==> src/rtl/mvel_pkg.sv <==
package mvel_pkg;

    // A budget of zero means unbounded; otherwise the tally must stay below it.
    function automatic logic within_limit(input int used, input int limit);
        return (limit == 0) || (used < limit);
    endfunction

endpackage

==> src/rtl/mvel_slot.sv <==
module mvel_slot
    import mvel_pkg::*;
#(
    parameter int N_REGS  = 16,
    parameter int N_FILES = 2,
    parameter int PAIRS   = 2,
    parameter int LIM_W   = 3,
    parameter int AW      = 4,
    parameter int FW      = 1,
    parameter int CW      = 3
)(
    input  logic [N_FILES-1:0][LIM_W-1:0] cfg_limit,
    input  logic [N_FILES-1:0]            cfg_zero_only,
    input  logic                          in_valid,
    input  logic                          in_move,
    input  logic                          in_zero_idiom,
    input  logic [PAIRS-1:0]              pv,
    input  logic [PAIRS-1:0][AW-1:0]      src,
    input  logic [PAIRS-1:0][AW-1:0]      dst,
    input  logic [PAIRS-1:0][FW-1:0]      file,
    input  logic [PAIRS-1:0]              elig,
    input  logic [N_FILES-1:0][CW-1:0]    cnt_in,
    input  logic [N_REGS-1:0]             zero_in,
    input  logic [N_REGS-1:0]             av_in,
    input  logic [N_REGS-1:0][AW-1:0]     ar_in,
    output logic                          grant,
    output logic [PAIRS-1:0][AW-1:0]      alias_out,
    output logic [PAIRS-1:0]              dzero_out,
    output logic [N_FILES-1:0][CW-1:0]    cnt_out,
    output logic [N_REGS-1:0]             zero_out,
    output logic [N_REGS-1:0]             av_out,
    output logic [N_REGS-1:0][AW-1:0]     ar_out
);

    logic [N_FILES-1:0][CW-1:0] trial_cnt;

    // Qualify every valid pair against the budget and policy of its file.
    always_comb begin
        logic [N_FILES-1:0][CW-1:0] tally;
        logic ok;
        logic seen;
        tally = cnt_in;
        ok    = 1'b1;
        seen  = 1'b0;
        for (int p = 0; p < PAIRS; p++) begin
            if (pv[p]) begin
                seen = 1'b1;
                if (!elig[p]) ok = 1'b0;
                if (cfg_zero_only[file[p]] && !zero_in[src[p]]) ok = 1'b0;
                if (!within_limit(int'(tally[file[p]]), int'(cfg_limit[file[p]]))) ok = 1'b0;
                tally[file[p]] = tally[file[p]] + CW'(1);
            end
        end
        trial_cnt = tally;
        grant     = in_valid && in_move && seen && ok;
    end

    // Results and map updates; every read uses the pre-slot view (swap semantics).
    always_comb begin
        cnt_out   = grant ? trial_cnt : cnt_in;
        zero_out  = zero_in;
        av_out    = av_in;
        ar_out    = ar_in;
        alias_out = '0;
        dzero_out = '0;
        for (int p = 0; p < PAIRS; p++) begin
            if (in_valid && pv[p]) begin
                if (grant) begin
                    alias_out[p] = av_in[src[p]] ? ar_in[src[p]] : src[p];
                    dzero_out[p] = zero_in[src[p]];
                end else begin
                    dzero_out[p] = in_zero_idiom;
                end
            end
        end
        for (int p = 0; p < PAIRS; p++) begin
            if (in_valid && pv[p]) begin
                zero_out[dst[p]] = dzero_out[p];
                av_out[dst[p]]   = grant;
                ar_out[dst[p]]   = alias_out[p];
            end
        end
    end

endmodule

==> src/rtl/mvel_state.sv <==
module mvel_state #(
    parameter int N_REGS = 16,
    parameter int AW     = 4
)(
    input  logic                      clk,
    input  logic                      rst_n,
    input  logic [N_REGS-1:0]         nxt_zero,
    input  logic [N_REGS-1:0]         nxt_av,
    input  logic [N_REGS-1:0][AW-1:0] nxt_ar,
    output logic [N_REGS-1:0]         cur_zero,
    output logic [N_REGS-1:0]         cur_av,
    output logic [N_REGS-1:0][AW-1:0] cur_ar
);

    typedef struct packed {
        logic [N_REGS-1:0]         zero;
        logic [N_REGS-1:0]         av;
        logic [N_REGS-1:0][AW-1:0] ar;
    } regmap_t;

    regmap_t map_d, map_q;

    always_comb begin
        map_d.zero = nxt_zero;
        map_d.av   = nxt_av;
        map_d.ar   = nxt_ar;
    end

    always_ff @(posedge clk or negedge rst_n) begin
        if (!rst_n) map_q <= '0;
        else        map_q <= map_d;
    end

    assign cur_zero = map_q.zero;
    assign cur_av   = map_q.av;
    assign cur_ar   = map_q.ar;

endmodule

==> src/rtl/move_elim_unit.sv <==
module move_elim_unit #(
    parameter int N_REGS  = 16,
    parameter int N_FILES = 2,
    parameter int SLOTS   = 2,
    parameter int PAIRS   = 2,
    parameter int LIM_W   = 3,
    localparam int AW     = $clog2(N_REGS),
    localparam int FW     = (N_FILES > 1) ? $clog2(N_FILES) : 1
)(
    input  logic                                clk,
    input  logic                                rst_n,
    input  logic [N_FILES-1:0][LIM_W-1:0]       cfg_limit,
    input  logic [N_FILES-1:0]                  cfg_zero_only,
    input  logic [SLOTS-1:0]                    slot_valid,
    input  logic [SLOTS-1:0]                    slot_move,
    input  logic [SLOTS-1:0]                    slot_zero_idiom,
    input  logic [SLOTS-1:0][PAIRS-1:0]         pair_valid,
    input  logic [SLOTS-1:0][PAIRS-1:0][AW-1:0] pair_src,
    input  logic [SLOTS-1:0][PAIRS-1:0][AW-1:0] pair_dst,
    input  logic [SLOTS-1:0][PAIRS-1:0][FW-1:0] pair_file,
    input  logic [SLOTS-1:0][PAIRS-1:0]         pair_elig,
    output logic [SLOTS-1:0]                    elim_grant,
    output logic [SLOTS-1:0][PAIRS-1:0][AW-1:0] alias_reg,
    output logic [SLOTS-1:0][PAIRS-1:0]         dst_zero
);

    localparam int CW = $clog2(SLOTS * PAIRS + 1);

    // Stage k holds the view after slots 0..k-1; stage 0 is the registered map.
    logic [N_REGS-1:0]          ch_zero [SLOTS+1];
    logic [N_REGS-1:0]          ch_av   [SLOTS+1];
    logic [N_REGS-1:0][AW-1:0]  ch_ar   [SLOTS+1];
    logic [N_FILES-1:0][CW-1:0] ch_cnt  [SLOTS+1];

    assign ch_cnt[0] = '0;

    mvel_state #(.N_REGS(N_REGS), .AW(AW)) u_state (
        .clk      (clk),
        .rst_n    (rst_n),
        .nxt_zero (ch_zero[SLOTS]),
        .nxt_av   (ch_av[SLOTS]),
        .nxt_ar   (ch_ar[SLOTS]),
        .cur_zero (ch_zero[0]),
        .cur_av   (ch_av[0]),
        .cur_ar   (ch_ar[0])
    );

    for (genvar s = 0; s < SLOTS; s++) begin : g_slot
        mvel_slot #(
            .N_REGS (N_REGS), .N_FILES(N_FILES), .PAIRS(PAIRS),
            .LIM_W  (LIM_W),  .AW(AW), .FW(FW), .CW(CW)
        ) u_slot (
            .cfg_limit     (cfg_limit),
            .cfg_zero_only (cfg_zero_only),
            .in_valid      (slot_valid[s]),
            .in_move       (slot_move[s]),
            .in_zero_idiom (slot_zero_idiom[s]),
            .pv            (pair_valid[s]),
            .src           (pair_src[s]),
            .dst           (pair_dst[s]),
            .file          (pair_file[s]),
            .elig          (pair_elig[s]),
            .cnt_in        (ch_cnt[s]),
            .zero_in       (ch_zero[s]),
            .av_in         (ch_av[s]),
            .ar_in         (ch_ar[s]),
            .grant         (elim_grant[s]),
            .alias_out     (alias_reg[s]),
            .dzero_out     (dst_zero[s]),
            .cnt_out       (ch_cnt[s+1]),
            .zero_out      (ch_zero[s+1]),
            .av_out        (ch_av[s+1]),
            .ar_out        (ch_ar[s+1])
        );
    end

endmodule

==> config.mk <==
export PLATFORM = sky130hd
export DESIGN_NAME = move_elim_unit
export DESIGN_NICKNAME = d
export VERILOG_FILES = /design/src/rtl/mvel_pkg.sv /design/src/rtl/mvel_slot.sv /design/src/rtl/mvel_state.sv /design/src/rtl/move_elim_unit.sv
export SDC_FILE = /design/constraint.sdc
export NUM_CORES = 1
export LEC_CHECK = 0
export BUFFER_PORTS_ARGS = -buffer_cell sky130_fd_sc_hd__buf_2
export CAP_MARGIN = 40
export CELL_PAD_IN_SITES_DETAIL_PLACEMENT = 0
export CELL_PAD_IN_SITES_GLOBAL_PLACEMENT = 1
export CORE_MARGIN = 1.5
export CORE_UTILIZATION = 25
export DETAILED_ROUTE_END_ITERATION = 8
export PLACE_DENSITY = 0.58
export SYNTH_ARGS = -nofsm -noshare
export SYNTH_HDL_FRONTEND = slang
export SYNTH_SLANG_ARGS = --single-unit
==> constraint.sdc <==
create_clock -name clk -period 15.8 [get_ports clk]
set_input_delay 2.37 -clock clk [delete_from_list [all_inputs] [get_ports clk]]
set_output_delay 2.37 -clock clk [all_outputs]
set_load 0.02 [all_outputs]
==> results by group, run 1 <==
STA
  – Max Transition Viols Final: 0
  – Final min period: 10.75 ns
  – Slew at the pin closest to its max-slew limit: 0.996 ns
  – Max Clk Rate: 93.0 MHz
  – Setup TNS: 0 ns
  – Relative slew slack: 32.9%
  – Final-report hold violation count: 0
  – Hold slack: 0.637 ns
  – Fin crit share: 68.0%
  – Clock skew: 0.0177 ns
  – Finish-stage setup viols: 0
  – Unrepaired setup endpoints after global routing: no

Power
  – Max VDD drop: 0.0574 mV
  – Total power: 1.39 mW
  – P_leak: 5.34 nW
  – Cell Pwr Density: 98.2 nW/um^2

Die
  – Rows: 82
  – Die area: 52600 um^2
  – Die H: 229 um
  – Core ar.: 50400 um^2
  – I/O Pins: 82
  – Chip width: 229 um
  – Initial Util: 25.4%

Finish
  – Register area: 2400 um^2
  – Finished Cell Area: 14100 um^2
  – Most frequent cells in the layout: nor2_1, nand2_1, a21oi_1
  – Final core utilization: 28.1%
  – Most common cell after layout, fill and taps aside: nor2_1
  – Final net count: 1724
  – Multi-input logic area: 9610 um^2
  – Share of layout cells above drive strength 1: 17.0%
  – Synthesis-to-finish area growth: 10.5%
  – Number of fill cells: 5471

Detailed routing
  – Initial DRC count: 2871
  – Met3 routed WL: 10.4 mm
  – DRC viols: 0
  – Drt wl/cell: 37.9 um
  – WL final: 88.5 mm
  – DR vias: 16000
  – Met2 wire length: 35.9 mm
  – Drt pass-1 iters: 6
  – Top layer in use: met5
  – DRT met1 WL: 37.5 mm
  – Vias/cell: 6.83
  – Final ANT Viol Nets: 0

CTS
  – Clk_lat worst skew: 0.39 ns
  – Max Buffers Root-to-Sink: 2
  – Post-CTS Setup Bufs: 0
  – CTS resizes: 0
  – H-tree depth: 3
  – CTS tree: yes
  – Clock Pin Slew Worst Setup and Hold Paths: 0.07 ns
  – CTS root buf: clkbuf_16
  – TritonCTS buffer count: 9
  – Hold-fix buffers at CTS: 0
  – Clock Sinks: 96

Synth
  – Number of synthesized flops with an enable pin: 0
  – Post-synthesis xor/xnor area fraction: 0.205%
  – Main flop type after synthesis: dfrtp_1
  – Distinct cells, synth: 116
  – Register area share after synthesis: 18.8%
  – Synth Warn #: 0
  – Ys async rst share: 100%
  – Synth Area in Simple Gates: 25.0%
  – Total nets after synthesis: 1700
  – Register bit total from synthesis: 96
  – Synth Area in Compound Gates: 34.2%
  – Mean post-synth cell area: 7.83 um^2
  – Multiplexer share of the synthesized area: 15.0%
  – Largest family of logic cells by synthesized area: compound AO/OA/AOI/OAI gates
  – Synthesized area: 12800 um^2
  – Syn Inst Count: 1635
  – Post-Synth Adder-Cell Area: 0.489%

Setup path
  – Largest delay share family, worst path: buffers and inverters
  – WS Path Type: input port to output port
  – WP buf/inv: 8
  – Slowest stage delay, CP: 0.59 ns
  – Critical Path Fanout Max: 51
  – Startpoint types: input port
  – CP required: 13.43 ns
  – Worst path slowest cell: nand3_2
  – Most frequent CP cell: buf_4
  – Crit. End Element: output port
  – CP Cell Sequence: buf_2, buf_4, mux2i_1, mux4_2, a2bb2oi_4, nand3_4, buf_4, inv_1, buf_4, a21oi_1, nor3_1, o21ai_0, a31o_2, a31oi_4, buf_4, buf_4, nand3_2, nor2_1, buf_2
  – Crit path DAT: 8.38 ns

Place
  – Dpl hpwl: 70.1 mm
  – Area post-placement: 13800 um^2
  – IO Port Bufs: 81
  – Placer's final routability congestion estimate: 1.05

Global routing
  – Number of global-route vias before repair: 14300
  – Pin count of the biggest net entering global routing: 55
  – Global-route wire length before repair: 120 mm
  – Initial antenna violation count: 4
  – Gr usage total: 32.7%
  – GRT Residual Overflow: 0

Job
  – Max_cap viols: 0

Outcome
  – Status: finished clean

Hold path
  – Classification of the worst-slack hold path: flop to flop
==> flip-flops by register name, indices dropped and copies added (netlist names) <==
| register | flops |
|---|---|
| u_state.cur_ar | 64 |
| u_state.cur_av | 16 |
| u_state.cur_zero | 16 |
==> synthesized netlist by cell type, types with 17 or more instances <==
| master | instances | share of area, % |
|---|---|---|
| a211oi_1 | 22 | 1.3 |
| a21oi_1 | 112 | 4.4 |
| a221oi_1 | 21 | 1.4 |
| a22oi_1 | 58 | 3.4 |
| a2bb2oi_1 | 21 | 1.4 |
| a31oi_1 | 32 | 1.6 |
| buf_2 | 36 | 1.4 |
| clkbuf_1 | 61 | 1.8 |
| dfrtp_1 | 96 | 19 |
| inv_1 | 19 | 0.56 |
| mux2i_1 | 46 | 3.6 |
| mux4_2 | 51 | 9.0 |
| nand2_1 | 188 | 5.5 |
| nand2b_1 | 18 | 0.88 |
| nand3_1 | 46 | 1.8 |
| nand4_1 | 69 | 3.4 |
| nor2_1 | 201 | 5.9 |
| nor3_1 | 46 | 1.8 |
| o21a_1 | 17 | 1.0 |
| o21ai_0 | 83 | 3.2 |
| o22ai_1 | 35 | 1.7 |
| o31ai_1 | 32 | 1.9 |
==> power by group <==
part	switching (mW)	leakage, nW	total, mW	internal [mW]
Clock	0.118	0.152	0.256	0.138
Sequential	0.138	1.21	0.443	0.305
Combinational	0.443	3.98	0.690	0.246
Total	0.700	5.34	1.39	0.689
==> final timing paths <==
kind / from / to / slack [ns] / depth (start not counted)
worst min-delay path: u_state.cur_av[9]$_DFF_PN0_ / u_state.cur_av[9]$_DFF_PN0_ / 0.64 / 2
min in group asynchronous: rst_n / u_state.cur_ar[0]$_DFF_PN0_ / 2.10 / 1
worst max-delay path: pair_src[0] / alias_reg[12] / 5.05 / 19
worst min register to register: u_state.cur_av[9]$_DFF_PN0_ / u_state.cur_av[9]$_DFF_PN0_ / 0.64 / 2
max in group asynchronous: rst_n / u_state.cur_ar[39]$_DFF_PN0_ / 12.54 / 2
worst max register to register: u_state.cur_zero[12]$_DFF_PN0_ / u_state.cur_ar[32]$_DFF_PN0_ / 9.36 / 16
==> worst min-delay path, stage by stage, from the launching register on <==
cell and delay (ns):
dfrtp_1 0.41, nand3_1 0.11, a31oi_1 0.08
==> area by class of cell <==
type / instances / share of cell area (%)
inverters: 26 / 0.690
flip-flops and latches: 96 / 17.0
multi-input cells: 1382 / 67.9
clock inverters: 5 / 0.584
well taps: 672 / 5.95
repair buffers: 144 / 6.23
diodes: 2 / 0.0354
clock buffers: 9 / 1.59
==> per-stage QoR <==
stage	setup slack [ns]	instances
final	5.05	2336
after global routing	4.84	2334
after CTS	5.17	2334
after detailed placement	5.19	2320
after global placement	5.20	2306
after floorplan	6.67	1635
==> cells by family (layout without fill, tap and decap cells) <==
kind of cell             after synthesis  after routing
flip-flops                            96             96
AND/OR/NAND/NOR                      659            659
XOR/XNOR                               3              3
AO/OA/AOI/OAI                        597            597
buffers and inverters                157            184
adder cells (fa/ha/maj)                5              5
other                                  0              2
multiplexers                         118            118
==> layer usage <==
| metal | vias up | track usage, % |
|---|---|---|
| li1 | 6477 | - |
| met1 | 7988 | 46.5 |
| met2 | 1294 | 45.5 |
| met3 | 196 | 8.40 |
| met4 | 2 | 15.1 |
| met5 | - | 0 |
(Power assumes the default switching activity.)
==> inputs of run 2 (changes only) <==
clock period = 10.3 ns   (was 15.8 ns; I/O delays follow)
==> run 2 against run 1 <==
Global-route usage about the same; critical path depth stayed put; clock skew grew 0.0027 ns; wire length is 0.46% lower; first-iteration DRC count fell by 2.2%; critical endpoint is now alias_reg[13].
==> results by group, run 2 (synthesis results as in run 1) <==
CTS
  – H-tree depth: 3
  – Clock Pin Slew Worst Setup and Hold Paths: 0.06 ns
  – Clk_lat worst skew: 0.40 ns
  – Max Buffers Root-to-Sink: 2
  – Hold-fix buffers at CTS: 0
  – Post-CTS Setup Bufs: 0
  – CTS tree: yes
  – CTS resizes: 0
  – TritonCTS buffer count: 9
  – CTS root buf: clkbuf_16
  – Clock Sinks: 96

Setup path
  – Largest delay share family, worst path: compound AO/OA/AOI/OAI gates
  – Crit. End Element: output port
  – WP buf/inv: 4
  – CP required: 8.76 ns
  – Slowest stage delay, CP: 0.78 ns
  – Flop2flop setup slack: 4.26 ns
  – Startpoint types: input port
  – WS Path Type: input port to output port
  – Worst path slowest cell: a22oi_2
  – Critical Path Fanout Max: 15
  – CP Cell Sequence: buf_2, mux2i_1, mux4_2, a22oi_2, nand4_4, nor2_1, ha_1, inv_1, o22ai_1, ha_1, nand2_1, a21o_1, o21ai_0, a31o_2, a31oi_4, o2111ai_2, buf_6, nor2_1, buf_2
  – Crit path DAT: 6.94 ns

Global routing
  – Number of global-route vias before repair: 14400
  – Gr usage total: 32.6%
  – Initial antenna violation count: 3
  – GRT Residual Overflow: 0
  – Global-route wire length before repair: 120 mm
  – Pin count of the biggest net entering global routing: 61

STA
  – Setup TNS: 0 ns
  – Relative slew slack: 37.0%
  – Clock skew: 0.0204 ns
  – Final min period: 8.48 ns
  – Max Transition Viols Final: 0
  – Final worst slack: 1.82 ns
  – Unrepaired setup endpoints after global routing: no
  – Final-report hold violation count: 0
  – Max Clk Rate: 118 MHz
  – Hold slack: 0.655 ns
  – Slew at the pin closest to its max-slew limit: 0.944 ns
  – Fin crit share: 82.3%
  – Finish-stage setup viols: 0

Die
  – Die H: 229 um
  – Core ar.: 50400 um^2
  – Die area: 52600 um^2
  – Initial Util: 25.4%
  – Chip width: 229 um
  – I/O Pins: 82
  – Rows: 82

Power
  – Cell Pwr Density: 147 nW/um^2
  – P_leak: 5.36 nW
  – Max VDD drop: 0.0917 mV

Finish
  – Final net count: 1728
  – Most frequent cells in the layout: nor2_1, nand2_1, a21oi_1
  – Synthesis-to-finish area growth: 10.7%
  – Most common cell after layout, fill and taps aside: nor2_1
  – Max FFs per register: 64
  – Register area: 2400 um^2
  – Share of layout cells above drive strength 1: 17.2%
  – Non-Filler Instances: 2341
  – Multi-input logic area: 9600 um^2
  – Finished Cell Area: 14200 um^2
  – Number of fill cells: 5457

Detailed routing
  – Drt wl/cell: 37.6 um
  – DRC viols: 0
  – Initial DRC count: 2808
  – Vias/cell: 6.86
  – DR vias: 16100
  – WL final: 88.1 mm
  – Final ANT Viol Nets: 0
  – Drt pass-1 iters: 5

Job
  – Max_cap viols: 0

Place
  – Area post-placement: 13900 um^2
  – IO Port Bufs: 81
  – Placer's final routability congestion estimate: 1.08
  – Placed Instances: 2323
  – Placement Setup Slack: 1.89 ns
  – Dpl hpwl: 70.0 mm

Outcome
  – Status: finished clean

Hold path
  – Classification of the worst-slack hold path: flop to flop
-- run 2: worst paths after layout --
path | to | cells past startpoint | from
worst min register to register | u_state.cur_av[9]$_DFF_PN0_ | 2 | u_state.cur_av[9]$_DFF_PN0_
min in group asynchronous | u_state.cur_ar[59]$_DFF_PN0_ | 1 | rst_n
max in group asynchronous | u_state.cur_av[2]$_DFF_PN0_ | 3 | rst_n
worst max-delay path | alias_reg[13] | 19 | pair_src[4]
worst min-delay path | u_state.cur_av[9]$_DFF_PN0_ | 2 | u_state.cur_av[9]$_DFF_PN0_
worst max register to register | u_state.cur_ar[34]$_DFF_PN0_ | 17 | u_state.cur_zero[15]$_DFF_PN0_
-- run 2: layer usage --
layer  vias to the layer above  share of wire, %  wire length [um]  GRT usage, %
met3                       254                14             12200          11.0
met5                         -             0.018                16             0
met4                         2               5.9              5230          15.7
li1                       6493                 -                 -             -
met2                      1485                39             34500          44.4
met1                      7824                41             36100          45.4
-- run 2: area by class of cell --
type                       instances  area share (%)
timing repair buffer             148            6.51
inverter                          26           0.689
tap                              672            5.93
multi-input combinational       1382            67.8
clock buffer                      10            1.69
sequential                        96            17.0
clock inverter                     6           0.424
antenna                            1          0.0177
-- run 2: metrics by stage --
stage | utilization [%] | total power, mW
3_5_place_dp | 27.5 | 1.64
6_report | 28.1 | 2.08
5_1_grt | 28.1 | 2.13
3_3_place_gp | 27.3 | 1.65
2_1_floorplan | - | 1.19
4_1_cts | 28.1 | 2.01
-- run 2: worst register-to-register path: stages, from the launching register on --
cell     delay, ns
dfrtp_1       0.65
mux2i_1       0.14
mux4_2        0.55
a22oi_2       0.78
nand4_4       0.25
nor2_1        0.24
ha_1          0.27
inv_1         0.06
o22ai_1       0.08
ha_1          0.30
nand2_1       0.07
a21o_1        0.08
o21ai_0       0.13
a31o_2        0.33
a31oi_4       0.63
buf_4         0.68
nand4_1       0.20
a22oi_1       0.44
-- run 2: report_power, final --
part	switching, mW	leakage [nW]	internal (mW)
clock	0.187	0.147	0.177
combinational	0.674	4.00	0.375
sequential	0.203	1.21	0.468
total	1.06	5.36	1.02
==> inputs of run 3 (changes only) <==
PLACE_DENSITY = 0.6   (was 0.58)
clock period = 7.65 ns   (was 10.3 ns; I/O delays follow)
==> run 3 against run 2 <==
Via count down 0.12%; first-iteration DRC count down 3.2%; clock-buffer cell count unchanged; clock power up 37%; register-to-register slack worse by 2.1 ns; final area up 1.3%; combinational power up 39%; utilization up 0.37 points; die area unchanged; clock skew down 0.0088 ns; largest power group unchanged.
==> results by group, run 3 (synthesis results as in run 1) <==
Outcome
  – Status: finished clean

Power
  – Total power: 2.84 mW
  – P_leak: 5.46 nW
  – Max VDD drop: 0.120 mV
  – Cell Pwr Density: 198 nW/um^2

Finish
  – Final net count: 1754
  – Most frequent cells in the layout: nor2_1, nand2_1, a21oi_1
  – Max FFs per register: 64
  – Share of layout cells above drive strength 1: 18.4%
  – Most common cell after layout, fill and taps aside: nor2_1
  – Final core utilization: 28.5%
  – Finished Cell Area: 14400 um^2
  – Number of fill cells: 5437
  – Synthesis-to-finish area growth: 12.1%

STA
  – Slew at the pin closest to its max-slew limit: 0.972 ns
  – Max Clk Rate: 140 MHz
  – Max Transition Viols Final: 0
  – Clock skew: 0.0117 ns
  – Finish-stage setup viols: 0
  – Fin crit share: 93.5%
  – Relative slew slack: 34.5%
  – Unrepaired setup endpoints after global routing: no
  – Setup TNS: 0 ns
  – Final-report hold violation count: 0
  – Final worst slack: 0.495 ns
  – Final min period: 7.15 ns

Die
  – Rows: 82
  – Chip width: 229 um
  – Core ar.: 50400 um^2
  – Die area: 52600 um^2
  – Die H: 229 um
  – Initial Util: 25.4%
  – I/O Pins: 82

Place
  – Placer's final routability congestion estimate: 1.08
  – Dpl hpwl: 70.2 mm
  – Area post-placement: 14000 um^2
  – IO Port Bufs: 81
  – Placement Setup Slack: 0.626 ns

Setup path
  – Crit. End Element: output port
  – Startpoint types: input port
  – CP Cell Sequence: buf_2, mux2_2, mux4_2, a2bb2oi_4, nand3_4, buf_12, o21ai_0, a2111oi_2, a21oi_2, and4_1, a221oi_4, nor3b_1, buf_2
  – Worst path slowest cell: a2111oi_2
  – WS Path Type: input port to output port
  – Most frequent CP cell: buf_2
  – CP required: 6.50 ns
  – Slowest stage delay, CP: 0.91 ns
  – Critical Path Fanout Max: 62
  – Crit path DAT: 6.01 ns

Detailed routing
  – Vias/cell: 6.78
  – Drt wl/cell: 36.8 um
  – Initial DRC count: 2719
  – DR vias: 16000
  – Drt pass-1 iters: 7
  – WL final: 87.0 mm
  – DRC viols: 0
  – Final ANT Viol Nets: 0

Global routing
  – Gr usage total: 32.1%
  – Initial antenna violation count: 3
  – Number of global-route vias before repair: 14600
  – Pin count of the biggest net entering global routing: 63
  – Global-route wire length before repair: 120 mm
  – GRT Residual Overflow: 0

Hold path
  – Classification of the worst-slack hold path: flop to flop

CTS
  – CTS root buf: clkbuf_16
  – CTS resizes: 0
  – Hold-fix buffers at CTS: 0
  – Post-CTS Setup Bufs: 0
  – Clk_lat worst skew: 0.38 ns
  – Clock Sinks: 96
  – H-tree depth: 3
  – TritonCTS buffer count: 9
  – CTS tree: yes
  – Max Buffers Root-to-Sink: 2
  – Clock Pin Slew Worst Setup and Hold Paths: 0.08 ns

Job
  – Max_cap viols: 0
[run 3: cell types whose count changed in the layout (fill, tap and decap cells not counted), sizes merged]
cell	change
clkinvlp	+2
clkbuf	+1
bufinv	+1
inv	-3
buf	+25
clkinv	-2
[run 3: worst paths after layout]
kind | startpoint | to | slack (ns) | cells after the start
min in group asynchronous | rst_n | u_state.cur_ar[45]$_DFF_PN0_ | 0.80 | 1
hold / removal | u_state.cur_av[9]$_DFF_PN0_ | u_state.cur_av[9]$_DFF_PN0_ | 0.67 | 2
setup / recovery | pair_src[0] | alias_reg[8] | 0.50 | 13
setup reg to reg | u_state.cur_zero[11]$_DFF_PN0_ | u_state.cur_ar[34]$_DFF_PN0_ | 2.19 | 13
max in group asynchronous | rst_n | u_state.cur_zero[0]$_DFF_PN0_ | 5.55 | 2
hold reg to reg | u_state.cur_av[9]$_DFF_PN0_ | u_state.cur_av[9]$_DFF_PN0_ | 0.67 | 2
[run 3: power by group]
| group | total (mW) | leakage (nW) | internal, mW | switching (mW) |
|---|---|---|---|---|
| sequential | 0.880 | 1.21 | 0.631 | 0.250 |
| clock | 0.498 | 0.137 | 0.261 | 0.237 |
| combinational | 1.46 | 4.12 | 0.528 | 0.936 |
| total | 2.84 | 5.46 | 1.42 | 1.42 |
[run 3: layer usage]
layer / GRT usage (%) / vias to the layer above / share of wire (%) / routed length, um
met3: 9.46 / 222 / 13 / 10900
li1: - / 6536 / - / -
met2: 45.1 / 1343 / 40 / 35200
met5: 0 / - / 0 / 0
met1: 44.6 / 7938 / 41 / 36100
met4: 15.0 / 0 / 5.5 / 4800
[run 3: cell type report]
cell class | instances | area, um^2 | share of cell area [%]
Antenna cell | 1 | 2.50 | 0.0174
Clock buffer | 10 | 239 | 1.67
Clock inverter | 4 | 53.8 | 0.375
Inverter | 26 | 97.6 | 0.680
Multi-Input combinational cell | 1382 | 9600 | 66.9
Sequential cell | 96 | 2400 | 16.7
Tap cell | 672 | 841 | 5.86
Timing Repair Buffer | 174 | 1110 | 7.76
[run 3: critical path: cells and delay by family]
family          cells  cell delay, ns
buf+inv             3            0.88
compound gates      5            2.26
mux                 2            0.91
simple gates        3            0.75
[run 3: stage by stage]
stage | cells | hold slack (ns)
after global routing | 2364 | 0.693
after CTS | 2363 | 0.656
after global placement | 2343 | 0.651
final | 2365 | 0.666
after floorplan | 1635 | 0.570
after detailed placement | 2349 | 0.644
